<file path="src/rtl/i2cwb_pkg.sv">
package i2cwb_pkg;
  localparam int TRIG_W = 3;
  localparam int CTL_W  = 2 * TRIG_W + 2;

  // packed so that bit 0 is rx flush, 1 tx flush, 4:2 rx trigger, 7:5 tx trigger
  typedef struct packed {
    logic [TRIG_W-1:0] tx_trig;
    logic [TRIG_W-1:0] rx_trig;
    logic              tx_flush;
    logic              rx_flush;
  } buf_ctl_t;
endpackage

</file>
<file path="src/rtl/i2cwb_ctl_reg.sv">
module i2cwb_ctl_reg
  import i2cwb_pkg::*;
(
  input  logic             clk,
  input  logic             rst,
  input  logic             wr,
  input  logic [CTL_W-1:0] wdata,
  output buf_ctl_t         ctl_q
);
  buf_ctl_t wval;
  assign wval = buf_ctl_t'(wdata);

  always_ff @(posedge clk) begin
    if (rst) begin
      ctl_q <= '0;
    end else begin
      // a flush request lives for one cycle; the queue empties at the next edge
      ctl_q.tx_flush <= wr & wval.tx_flush;
      ctl_q.rx_flush <= wr & wval.rx_flush;
      if (wr) begin
        ctl_q.tx_trig <= wval.tx_trig;
        ctl_q.rx_trig <= wval.rx_trig;
      end
    end
  end


  trig_hold_chk: assert property (@(posedge clk) disable iff (rst)
    !wr |=> ($stable(ctl_q.tx_trig) && $stable(ctl_q.rx_trig)));

  flush_once_chk: assert property (@(posedge clk) disable iff (rst)
    (ctl_q.tx_flush && !wr) |=> !ctl_q.tx_flush);
endmodule

</file>
<file path="src/rtl/i2cwb_word_fifo.sv">
module i2cwb_word_fifo #(
  parameter int DATA_W = 32,
  parameter int DEPTH  = 8,
  localparam int PTR_W = $clog2(DEPTH),
  localparam int CNT_W = $clog2(DEPTH + 1)
) (
  input  logic              clk,
  input  logic              rst,
  input  logic              flush,
  input  logic              push,
  input  logic [DATA_W-1:0] wdata,
  input  logic              pop,
  output logic [DATA_W-1:0] rdata,
  output logic [CNT_W-1:0]  count
);
  logic [DATA_W-1:0] mem [DEPTH];
  logic [PTR_W-1:0]  wr_ptr, rd_ptr;
  logic [CNT_W-1:0]  count_q;
  logic              full, empty, push_ok, pop_ok;

  assign full    = (count_q == CNT_W'(DEPTH));
  assign empty   = (count_q == '0);
  assign push_ok = push && !full && !flush;
  assign pop_ok  = pop && !empty && !flush;
  assign count   = count_q;

  function automatic logic [PTR_W-1:0] step_ptr(input logic [PTR_W-1:0] p);
    return (p == PTR_W'(DEPTH - 1)) ? '0 : p + 1'b1;
  endfunction

  // storage without reset so it maps onto block RAM
  always_ff @(posedge clk) begin
    if (push_ok) mem[wr_ptr] <= wdata;
  end

  always_ff @(posedge clk) begin
    if (rst) rdata <= '0;
    else if (pop) rdata <= pop_ok ? mem[rd_ptr] : '0;
  end

  always_ff @(posedge clk) begin
    if (rst || flush) begin
      wr_ptr  <= '0;
      rd_ptr  <= '0;
      count_q <= '0;
    end else begin
      if (push_ok) wr_ptr <= step_ptr(wr_ptr);
      if (pop_ok)  rd_ptr <= step_ptr(rd_ptr);
      case ({push_ok, pop_ok})
        2'b10:   count_q <= count_q + 1'b1;
        2'b01:   count_q <= count_q - 1'b1;
        default: count_q <= count_q;
      endcase
    end
  end


  cnt_bound_chk: assert property (@(posedge clk) disable iff (rst)
    count_q <= CNT_W'(DEPTH));

  flush_empty_chk: assert property (@(posedge clk) disable iff (rst)
    flush |=> (count_q == '0));

  full_hold_chk: assert property (@(posedge clk) disable iff (rst)
    (push && full && !pop && !flush) |=> (count_q == CNT_W'(DEPTH)));

  empty_zero_chk: assert property (@(posedge clk) disable iff (rst)
    (pop && empty) |=> (rdata == '0));
endmodule

</file>
<file path="src/rtl/i2c_word_buffer.sv">
module i2c_word_buffer
  import i2cwb_pkg::*;
#(
  parameter int DATA_W = 32,
  parameter int DEPTH  = 8,
  localparam int CNT_W = $clog2(DEPTH + 1),
  localparam int CMP_W = 32
) (
  input  logic               clk,
  input  logic               rst,
  input  logic               ctl_wr,
  input  logic [CTL_W-1:0]   ctl_wdata,
  output logic [CTL_W-1:0]   ctl_rdata,
  output logic [2*CNT_W-1:0] stat_rdata,
  input  logic               host_tx_wr,
  input  logic [DATA_W-1:0]  host_tx_data,
  input  logic               host_rx_rd,
  output logic [DATA_W-1:0]  host_rx_data,
  input  logic               eng_tx_pop,
  output logic [DATA_W-1:0]  eng_tx_data,
  input  logic               eng_rx_push,
  input  logic [DATA_W-1:0]  eng_rx_data,
  output logic               tx_req,
  output logic               rx_req,
  output logic               tx_ovf,
  output logic               rx_unf
);
  buf_ctl_t         ctl;
  logic [CNT_W-1:0] tx_cnt, rx_cnt, tx_free;

  i2cwb_ctl_reg u_ctl (
    .clk(clk), .rst(rst), .wr(ctl_wr), .wdata(ctl_wdata), .ctl_q(ctl)
  );

  i2cwb_word_fifo #(.DATA_W(DATA_W), .DEPTH(DEPTH)) u_txq (
    .clk(clk), .rst(rst), .flush(ctl.tx_flush),
    .push(host_tx_wr), .wdata(host_tx_data),
    .pop(eng_tx_pop), .rdata(eng_tx_data), .count(tx_cnt)
  );

  i2cwb_word_fifo #(.DATA_W(DATA_W), .DEPTH(DEPTH)) u_rxq (
    .clk(clk), .rst(rst), .flush(ctl.rx_flush),
    .push(eng_rx_push), .wdata(eng_rx_data),
    .pop(host_rx_rd), .rdata(host_rx_data), .count(rx_cnt)
  );

  assign tx_free    = CNT_W'(DEPTH) - tx_cnt;
  assign ctl_rdata  = ctl;
  assign stat_rdata = {tx_free, rx_cnt};

  // levels come straight from registered counts and trigger fields
  assign tx_req = CMP_W'(tx_free) > CMP_W'(ctl.tx_trig);
  assign rx_req = CMP_W'(rx_cnt)  > CMP_W'(ctl.rx_trig);

  always_ff @(posedge clk) begin
    if (rst) begin
      tx_ovf <= 1'b0;
      rx_unf <= 1'b0;
    end else begin
      tx_ovf <= host_tx_wr && (tx_cnt == CNT_W'(DEPTH));
      rx_unf <= host_rx_rd && (rx_cnt == '0);
    end
  end


  ovf_pulse_chk: assert property (@(posedge clk) disable iff (rst)
    (host_tx_wr && tx_free == '0 && !eng_tx_pop && !ctl.tx_flush)
      |=> (tx_ovf && tx_free == '0));

  unf_pulse_chk: assert property (@(posedge clk) disable iff (rst)
    (host_rx_rd && rx_cnt == '0) |=> rx_unf);

  rx_flush_chk: assert property (@(posedge clk) disable iff (rst)
    ctl.rx_flush |=> (rx_cnt == '0 && !rx_req));
endmodule

</file>
<file path="config.mk">
export PLATFORM = sky130hd
export DESIGN_NAME = i2c_word_buffer
export DESIGN_NICKNAME = d
export VERILOG_FILES = /design/src/rtl/i2cwb_pkg.sv /design/src/rtl/i2cwb_ctl_reg.sv /design/src/rtl/i2cwb_word_fifo.sv /design/src/rtl/i2c_word_buffer.sv
export SDC_FILE = /design/constraint.sdc
export NUM_CORES = 1
export LEC_CHECK = 0
export BUFFER_PORTS_ARGS = -buffer_cell sky130_fd_sc_hd__buf_2
export CAP_MARGIN = 20
export CELL_PAD_IN_SITES_DETAIL_PLACEMENT = 1
export CELL_PAD_IN_SITES_GLOBAL_PLACEMENT = 2
export CORE_AREA = 8 8 239 241
export CTS_CLUSTER_SIZE = 20
export DETAILED_ROUTE_END_ITERATION = 6
export DIE_AREA = 0 0 247 249
export GPL_ROUTABILITY_DRIVEN = 0
export GPL_TIMING_DRIVEN = 0
export PLACE_DENSITY = 0.74
export RECOVER_POWER = 25
export SETUP_SLACK_MARGIN = 0.05
export SYNTH_ARGS = -nofsm -noshare
export SYNTH_HDL_FRONTEND = slang
export SYNTH_HIERARCHICAL = 1
export SYNTH_SLANG_ARGS = --single-unit
</file>
<file path="constraint.sdc">
create_clock -name clk -period 6.89 [get_ports clk]
set_input_delay 1.7225 -clock clk [delete_from_list [all_inputs] [get_ports clk]]
set_output_delay 1.7225 -clock clk [all_outputs]
set_load 0.01 [all_outputs]
</file>
==> flow_summary.yaml, run 1 <==
status:
  status: "complete, no violations"
floorplanning:
  die_w_um: 247
  row_count: 85
  die-height_um: 249
  core_area_sq_mm: 0.0533
  dieArea_sq_mm: 0.0615
  start_util_pct: 44.5
  io_pins: 163
routing:
  wl_um: 59500
  drc: 0
  drtIter0Drc: 749
  via_per_inst: 5.46
  detail-route-antenna-nets: 0
  dr_total_vias: 13135
  wl_per_cell_um: 24.7
  dr.pass1.iters: 5
critical_path:
  cp_top_family: "flip-flops"
  cp_slowest_stage_delay_ns: 0.51
  end_kind: "output pin"
  cp_max_fo: 9
  startpoint_type: "flip-flop"
  crit_buf_inv: 2
  slowest_stage: "dfxtp_1"
  crit_chain: "inv_1, ha_1, xnor2_1, ha_1, nand3_1, o21ai_0, o21bai_1, buf_2"
  arrival_ns: 2.35
  path_common_cell: "ha_1"
  required_ns: 5.17
  worstSetupPathType: "reg -> out"
logic_synthesis:
  synth.most_common_cell: "edfxtp_1"
  synthArstFlopShare_pct: 0
  avgSynthCellArea_sq_um: 17.5
  synth_nets: 1454
  yosys.area.top_type_share_pct: 64.9
  yosysSeqAreaShare_pct: 73.3
  syn_inst: 1354
  ys_ff_latch: 612
  yosysTopAreaCell: "edfxtp_1"
  synth_common_cells: "512 x edfxtp_1, 142 x mux2i_1, 110 x nand2b_1"
  synth_cell_types: 45
  yosys_warnings: 6
  synthFlopType: "edfxtp_1"
  synth_edf_count: 512
  netlist_area_sq_mm: 0.0237
  synthTopCellsByArea: "edfxtp_1 65%, dfxtp_1 8.4%, mux2i_1 6.0%, mux4_2 4.8%, nand2b_1 2.9%"
sta:
  setup_ws_ns: 2.82
  finalCritPeriodShare_pct: 59.1
  relSlewSlack_pct: 34.8
  rsz0062_at_grt: "no"
  setup_viol: 0
  fin_crit_ns: 4.07
  fin_worst_skew_ns: 0.0212
  slew_viol_final: 0
  hold_violations: 0
  worst_pin_slew_ns: 0.970
  clock.fmax_ghz: 0.246
finish:
  fillCellCount: 4971
  syn2layout_area_growth_pct: 19.3
  drive_gt1_share_pct: 23.9
  fin_nets: 1749
  finalCoreUtilization_pct: 53.1
clocking:
  post_cts_buffers: 0
  postCtsResizedCells: 0
  clk_latency_ns: 0.59
  cts_tree: "done"
  cts.sinks: 612
  htree_levels: 3
  cts_buffer_depth: 3
  cts_buffers: 66
  clkSlewWorstSetupHoldPaths_ns: 0.06
  root_buffer: "clkbuf_16"
  cts-hold-fix-buffers: 0
power:
  power_density_mw_per_mm2: 329
  ir_worst_vdd_uv: 206
  p_leak_uw: 0.00937
flow_run:
  maxCapViolations: 0
grt:
  antenna_found_initial: 9
  grt_max_degree: 21
  grt-ovfl-total: 0
  grt_pass1_wl_um: 89400
  grt_pass1_vias: 14318
  grt.total_usage_pct: 19.4
place:
  pre_cts_slack_ns: 2.53
  dpl.hpwl_um: 40700
  portBuffers: 161
hold_path:
  min_path_type: "reg -> reg"
[cell families after synthesis]
group,count (synthesis),share of synthesized area [%]
flops,612,73.3
buf+inv,87,2.21
simple gates,243,5.93
fa+ha+maj,21,1.11
xor+xnor,8,0.296
compound gates,177,4.83
mux,206,12.3
[worst paths after layout]
kind,cells past startpoint,from,slack [ns],endpoint
max,8,u_txq/count[0],2.82,tx_req
min reg2reg,2,u_txq/rdata[3],0.46,u_txq/rdata[3]
max reg2reg,8,u_txq/count[2],3.78,u_txq/mem[4][23]
min,2,u_txq/rdata[3],0.46,u_txq/rdata[3]
[report_power, final]
group          total, uW  internal, uW  switching, uW
Clock               3560          2130           1430
Combinational       1440           611            831
Sequential          4300          4200            107
Total               9310          6940           2370
[final cells by class]
cell class / instances / area, sq um / area share, %
multi-input cells: 655 / 5890 / 20.8
diodes: 7 / 17.5 / 0.0619
clock buffers: 89 / 1820 / 6.44
plain buffers: 75 / 479 / 1.69
inverters: 12 / 45.0 / 0.159
well taps: 696 / 871 / 3.08
repair buffers: 227 / 1410 / 4.98
flip-flops and latches: 612 / 17400 / 61.4
clock inverters: 31 / 372 / 1.31
[sequential cells by signal (all words and copies together) (netlist names), named ones only]
| signal | count |
|---|---|
| u_rxq/rd_ptr | 3 |
| rx_unf | 1 |
| u_txq/rdata | 32 |
| u_txq/count | 4 |
| u_rxq/wr_ptr | 3 |
| u_rxq/rdata | 32 |
| u_rxq/count | 4 |
| u_txq/rd_ptr | 3 |
| u_ctl/ctl_q | 8 |
| u_txq/wr_ptr | 3 |
| u_txq/mem | 256 |
| tx_ovf | 1 |
| u_rxq/mem | 256 |
[per-layer routing]
metal	up-vias	part of all wire, %	GRT usage (%)	routed length (um)
met5	-	0.047	0	28
met4	4	2.2	6.36	1330
met3	93	4.6	3.66	2750
met2	283	49	31.9	29200
met1	6840	44	25.6	26200
li1	5915	-	-	-
[worst min-delay path: stages (launching register included)]
cell and delay, ns:
dfxtp_1 0.30, nand2b_1 0.06, a21oi_1 0.05
[stage by stage]
stage / hold WS, ns / total power, uW / TNS, ns / cells / instance area, sq um
after floorplan: 0.463 / 5280 / 0 / 1354 / 23700
after global placement: 0.450 / 5790 / -762.79 / 2211 / 25400
after detailed placement: 0.457 / 5850 / 0 / 2277 / 26100
after CTS: 0.466 / 9430 / 0 / 2397 / 28300
after global routing: 0.485 / 9680 / 0 / 2401 / 28300
final: 0.464 / 9310 / 0 / 2404 / 28300
[placed cells by master, fill, tap and decap left out, types with 17 or more instances in the layout]
cell type    n
a21oi_1     75
a22oi_1     64
buf_2      136
buf_4       44
buf_6       46
clkbuf_1    86
clkbuf_16   68
dfxtp_1    100
edfxtp_1   512
ha_1        21
mux2i_1    142
mux4_2      50
nand2_1     17
nand2b_1   110
nand3_1     44
nor2_1      23
o211ai_1    23
No activity file was read; power rests on OpenSTA's default activity.
==> run 2, diff against run 1 <==
--- a/config.mk
+++ b/config.mk
@@ -9,13 +9,13 @@
 export CAP_MARGIN = 20
 export CELL_PAD_IN_SITES_DETAIL_PLACEMENT = 1
 export CELL_PAD_IN_SITES_GLOBAL_PLACEMENT = 2
-export CORE_AREA = 8 8 239 241
+export CORE_AREA = 8 8 250 252
 export CTS_CLUSTER_SIZE = 20
 export DETAILED_ROUTE_END_ITERATION = 6
-export DIE_AREA = 0 0 247 249
+export DIE_AREA = 0 0 258 260
 export GPL_ROUTABILITY_DRIVEN = 0
 export GPL_TIMING_DRIVEN = 0
-export PLACE_DENSITY = 0.74
+export PLACE_DENSITY = 0.71
 export RECOVER_POWER = 25
 export SETUP_SLACK_MARGIN = 0.05
 export SYNTH_ARGS = -nofsm -noshare
==> constraint.sdc (replaced) <==
create_clock -name clk -period 3.5 [get_ports clk]
set_input_delay 0.875 -clock clk [delete_from_list [all_inputs] [get_ports clk]]
set_output_delay 0.875 -clock clk [all_outputs]
set_load 0.01 [all_outputs]
==> run 2 against run 1 <==
  * Final cell count up 2.2%
  * Critical path depth unchanged
  * Utilization down 4.9 points
  * Via count down 1.4%
  * First-iteration DRC count up 12%
  * Die area up 9.1%
  * Critical endpoint unchanged
  * Combinational power up 97%
  * Clock power up 78%
  * Flip-flop and latch count unchanged
==> flow_summary.yaml, run 2 (same netlist as run 1, synthesis figures left out) <==
sta:
  finalCritPeriodShare_pct: 91.9
  setup_ws_ns: 0.285
  worst_pin_slew_ns: 0.957
  clock.fmax_ghz: 0.311
  slew_viol_final: 0
  fin_worst_skew_ns: 0.0349
  setup_tns_ns: 0
  hold_violations: 0
  fin_crit_ns: 3.22
  rsz0062_at_grt: "no"
  relSlewSlack_pct: 35.9
  setup_viol: 0
clocking:
  cts_tree: "done"
  clk_latency_ns: 0.63
  cts_buffer_depth: 3
  cts_buffers: 61
  htree_levels: 2
  post_cts_buffers: 0
  clkSlewWorstSetupHoldPaths_ns: 0.06
  root_buffer: "clkbuf_16"
  cts.sinks: 612
power:
  p_switching_uw: 4560
  clkPwrFrac_pct: 35.9
  p_sw_share_pct: 25.8
  combPwrFrac_pct: 16.0
  ir_worst_vdd_uv: 425
  seqPwrFrac_pct: 48.1
  p_leak_uw: 0.00920
  internal_power_uw: 13100
  power_density_mw_per_mm2: 627
place:
  pre_cts_slack_ns: -0.133
  dpl.hpwl_um: 40600
  portBuffers: 161
  placed_cell_area_sq_mm: 0.0263
hold_path:
  hold_path_depth: 2
  hold_end: "u_txq/rdata[7]"
  worst_hold_startpoint: "u_txq/rdata[7]"
  min_path_type: "reg -> reg"
critical_path:
  timing.rr.end: "u_rxq/count[2]"
  required_ns: 2.62
  reg2reg_from: "u_rxq/count[0]"
  end_kind: "output pin"
  reg2reg_slack_ns: 0.39
  arrival_ns: 2.34
  startpoint_type: "flip-flop"
  cp_max_fo: 9
  reg2regPathDepth: 11
  worstSetupPathType: "reg -> out"
floorplanning:
  core_area_sq_mm: 0.0585
  start_util_pct: 40.5
  die_w_um: 258
  row_count: 89
  io_pins: 163
  die-height_um: 260
  dieArea_sq_mm: 0.0671
routing:
  detail-route-antenna-nets: 0
  via_per_inst: 5.28
  wl_met2_um: 29900
  wl_per_cell_um: 24.2
  drtIter0Drc: 838
  dr_total_vias: 12957
  wl_met1_um: 25600
  drc: 0
  met3_length_um: 2730
  maxUsedRoutingLayer: "met5"
  dr.pass1.iters: 4
  wl_um: 59400
grt:
  grt.total_usage_pct: 17.5
  grt_pass1_vias: 13927
  grt_max_degree: 20
  grt-ovfl-total: 0
  grt_pass1_wl_um: 89100
  antenna_found_initial: 10
finish:
  mostFrequentLayoutCell: "edfxtp_1"
  syn2layout_area_growth_pct: 18.9
  reg.largest.list: "u_rxq/mem: 256 flops, u_txq/mem: 256 flops"
  layout_common_cells: "512 x edfxtp_1, 142 x mux2i_1, 134 x buf_2"
  drive_gt1_share_pct: 22.7
  final_area_sq_mm: 0.0282
  fillCellCount: 5558
  fin_nets: 1723
flow_run:
  maxCapViolations: 0
status:
  status: "complete, no violations"
run 2: cell types whose count changed in the layout (fill, tap and decap cells not counted), sizes merged:
cell | before | now
buf | 230 | 207
bufinv | 7 | 2
clkbuf | 160 | 165
clkinv | 19 | 17
clkinvlp | 3 | 2
diode | 7 | 8
run 2: worst max-delay path by stage:
stage / from / endpoint / cells past startpoint
2_1_floorplan: eng_rx_push / u_rxq/mem[5][0] / 4
3_3_place_gp: eng_rx_push / u_rxq/mem[5][19] / 5
3_5_place_dp: host_rx_rd / u_rxq/count[2] / 11
4_1_cts: u_txq/count[0] / tx_req / 8
5_1_grt: u_rxq/count[0] / u_rxq/count[2] / 11
6_report: u_txq/count[0] / tx_req / 8
run 2: area by class of cell:
| cell class | instances | area [sq um] | area share, % |
|---|---|---|---|
| clock inverter | 23 | 194 | 0.688 |
| timing repair buffer | 206 | 1370 | 4.85 |
| tap | 773 | 967 | 3.43 |
| sequential | 612 | 17400 | 61.7 |
| multi-input combinational | 655 | 5970 | 21.2 |
| clock buffer | 92 | 1760 | 6.26 |
| antenna | 8 | 20.0 | 0.0710 |
| inverter | 12 | 45.0 | 0.160 |
| buffer | 75 | 479 | 1.70 |
run 2: power groups by stage:
| stage | registers (uW) | logic, uW | clock network [uW] |
|---|---|---|---|
| after floorplan | 8660 | 1730 | 0 |
| after global placement | 8650 | 2760 | 0 |
| after detailed placement | 8650 | 2890 | 0 |
| after CTS | 8500 | 2900 | 6530 |
| after global routing | 8530 | 3100 | 6770 |
| final | 8490 | 2830 | 6340 |
run 2: timing repair:
item | CTS | global route
hold buffers | 0 | 0
gates resized for setup | 0 | 1
endpoints found under the hold margin | 0 | 0
setup endpoints to repair | 0 | 1
run 2: through the flow:
| stage | utilization [%] | hold slack, ns | power [uW] | std cells |
|---|---|---|---|---|
| 2_1_floorplan | - | 0.463 | 10400 | 1354 |
| 3_3_place_gp | 43.7 | 0.452 | 11400 | 2288 |
| 3_5_place_dp | 44.9 | 0.461 | 11500 | 2333 |
| 4_1_cts | 48.3 | 0.469 | 17900 | 2448 |
| 5_1_grt | 48.2 | 0.482 | 18400 | 2450 |
| 6_report | 48.2 | 0.465 | 17700 | 2456 |
run 2: per-layer routing:
| metal | global-route usage (%) | vias up |
|---|---|---|
| met3 | 3.35 | 81 |
| met2 | 30.2 | 239 |
| met1 | 22.8 | 6757 |
| li1 | - | 5876 |
| met5 | 0 | - |
| met4 | 4.23 | 4 |
run 2: worst max-delay path: stages (launching register included):
cell and delay [ns]:
dfxtp_2 0.44, inv_1 0.10, ha_1 0.23, xnor2_1 0.25, ha_1 0.29, nand3_1 0.07
o21ai_0 0.08, o21bai_1 0.13, buf_2 0.15
==> run 3, diff against run 2 <==
==> constraint.sdc (replaced) <==
create_clock -name clk -period 3.5 [get_ports clk]
set_input_delay 0.875 -clock clk [delete_from_list [all_inputs] [get_ports clk]]
set_output_delay 0.875 -clock clk [all_outputs]
set_load 0.1 [all_outputs]
==> run 3 against run 2 <==
  * Routed wire length decreased by 1.3%
  * Design area increased by 0.94%
  * Maximum frequency decreased by 1.4%
  * Global-route usage decreased by 0.20 points
  * Clock skew decreased by 0.0039 ns
  * Worst setup slack got worse by 0.047 ns
  * Count of clock-buffer cells in the layout increased by 4
==> flow_summary.yaml, run 3 (same netlist as run 1, synthesis figures left out) <==
critical_path:
  endpoint: "tx_req"
  arrival_ns: 2.39
  startpoint: "u_txq/count[0]"
  required_ns: 2.62
  reg2reg_slack_ns: 0.44
  startpoint_type: "flip-flop"
  timing.rr.end: "u_txq/count[2]"
  cp_max_fo: 9
  end_kind: "output pin"
  worstSetupPathType: "reg -> out"
  reg2reg_from: "u_txq/count[2]"
  reg2regPathDepth: 11
routing:
  detail-route-antenna-nets: 0
  wl_um: 58600
  drc: 0
  wl_per_cell_um: 23.9
  dr_total_vias: 12805
  drtIter0Drc: 827
  via_per_inst: 5.22
  dr.pass1.iters: 5
sta:
  holdWs_ns: 0.465
  slew_viol_final: 0
  worst_pin_slew_ns: 0.863
  rsz0062_at_grt: "no"
  finalCritPeriodShare_pct: 93.2
  clock.fmax_ghz: 0.307
  fin_crit_ns: 3.26
  setup_viol: 0
  hold_violations: 0
  fin_worst_skew_ns: 0.0310
  setup_tns_ns: 0
  relSlewSlack_pct: 42.0
finish:
  syn2layout_area_growth_pct: 20.0
  reg.largest.list: "u_rxq/mem: 256 flops, u_txq/mem: 256 flops"
  drive_gt1_share_pct: 23.2
  layout_common_cells: "512 x edfxtp_1, 142 x mux2i_1, 134 x buf_2"
  fin_nets: 1724
  mostFrequentLayoutCell: "edfxtp_1"
power:
  p_leak_uw: 0.00929
  power_density_mw_per_mm2: 694
  ir_worst_vdd_uv: 586
clocking:
  cts_buffer_depth: 3
  post_cts_buffers: 0
  cts_buffers: 68
  cts.sinks: 612
  clk_latency_ns: 0.60
  cts_tree: "done"
  clkSlewWorstSetupHoldPaths_ns: 0.06
  htree_levels: 3
  root_buffer: "clkbuf_16"
place:
  portBuffers: 161
  dpl.hpwl_um: 40300
grt:
  grt_pass1_vias: 14156
  grt.total_usage_pct: 17.3
  grt-ovfl-total: 0
  antenna_found_initial: 4
  grt_max_degree: 23
  grt_pass1_wl_um: 88100
floorplanning:
  dieArea_sq_mm: 0.0671
  die_w_um: 258
  row_count: 89
  core_area_sq_mm: 0.0585
  die-height_um: 260
  io_pins: 163
  start_util_pct: 40.5
status:
  status: "complete, no violations"
hold_path:
  min_path_type: "reg -> reg"
flow_run:
  maxCapViolations: 0
==> run 3: worst min path at each step <==
stage / depth (start not counted) / start / slack [ns] / to
3_5_place_dp: 2 / u_rxq/rdata[0] / 0.46 / u_rxq/rdata[0]
2_1_floorplan: 2 / u_txq/rd_ptr[1] / 0.46 / flip-flop
5_1_grt: 2 / u_rxq/rdata[0] / 0.49 / u_rxq/rdata[0]
6_report: 2 / u_txq/rdata[28] / 0.47 / u_txq/rdata[28]
4_1_cts: 2 / u_txq/rdata[28] / 0.47 / u_txq/rdata[28]
3_3_place_gp: 2 / u_txq/rdata[28] / 0.45 / u_txq/rdata[28]
==> run 3: metrics by stage <==
stage                     utilization, %  power, uW  instances  instance area (sq um)  setup WS (ns)
after floorplan                        -      12000       1354                  23900         -0.889
after global placement              43.9      12900       2288                  25600          -2.48
after detailed placement            45.0      13100       2327                  26300         0.0138
after CTS                           48.7      20000       2453                  28500          0.132
after global routing                48.7      20500       2453                  28400         0.0770
final                               48.7      19800       2454                  28400          0.238
==> run 3: timing repair <==
item | in CTS | in global routing
gates resized for setup | 2 | 1
pin swaps | 0 | 0
hold buffers | 0 | 0
endpoints found under the setup margin | 1 | 1
cloned | 0 | 0
==> run 3: report_power, final <==
group	leakage (uW)	internal (uW)	switching [uW]
combinational	0.00277	1250	3120
sequential	0.00546	8270	231
clock	0.00107	4070	2820
total	0.00929	13600	6170
==> run 3: cell type report <==
class | instances | area, sq um
Sequential cell | 612 | 17400
Clock buffer | 96 | 1960
Fill cell | 5582 | 30000
Inverter | 12 | 45.0
Clock inverter | 30 | 223
Antenna cell | 1 | 2.50
Timing Repair Buffer | 200 | 1370
Buffer | 75 | 479
Multi-Input combinational cell | 655 | 6020
Tap cell | 773 | 967
==> run 3: routing by layer <==
layer	track usage, %	share of wire [%]	vias up
met5	0	0.022	-
met4	4.91	2.1	2
met3	3.29	3.9	91
met2	32.3	54	238
met1	20.2	40	6606
li1	-	-	5868
==> run 3: critical path: stages, from the launching register on <==
cell	delay (ns)
dfxtp_2	0.43
inv_1	0.09
ha_1	0.28
xnor2_4	0.17
ha_1	0.29
nand3_1	0.07
o21ai_0	0.10
o21bai_2	0.14
buf_6	0.24
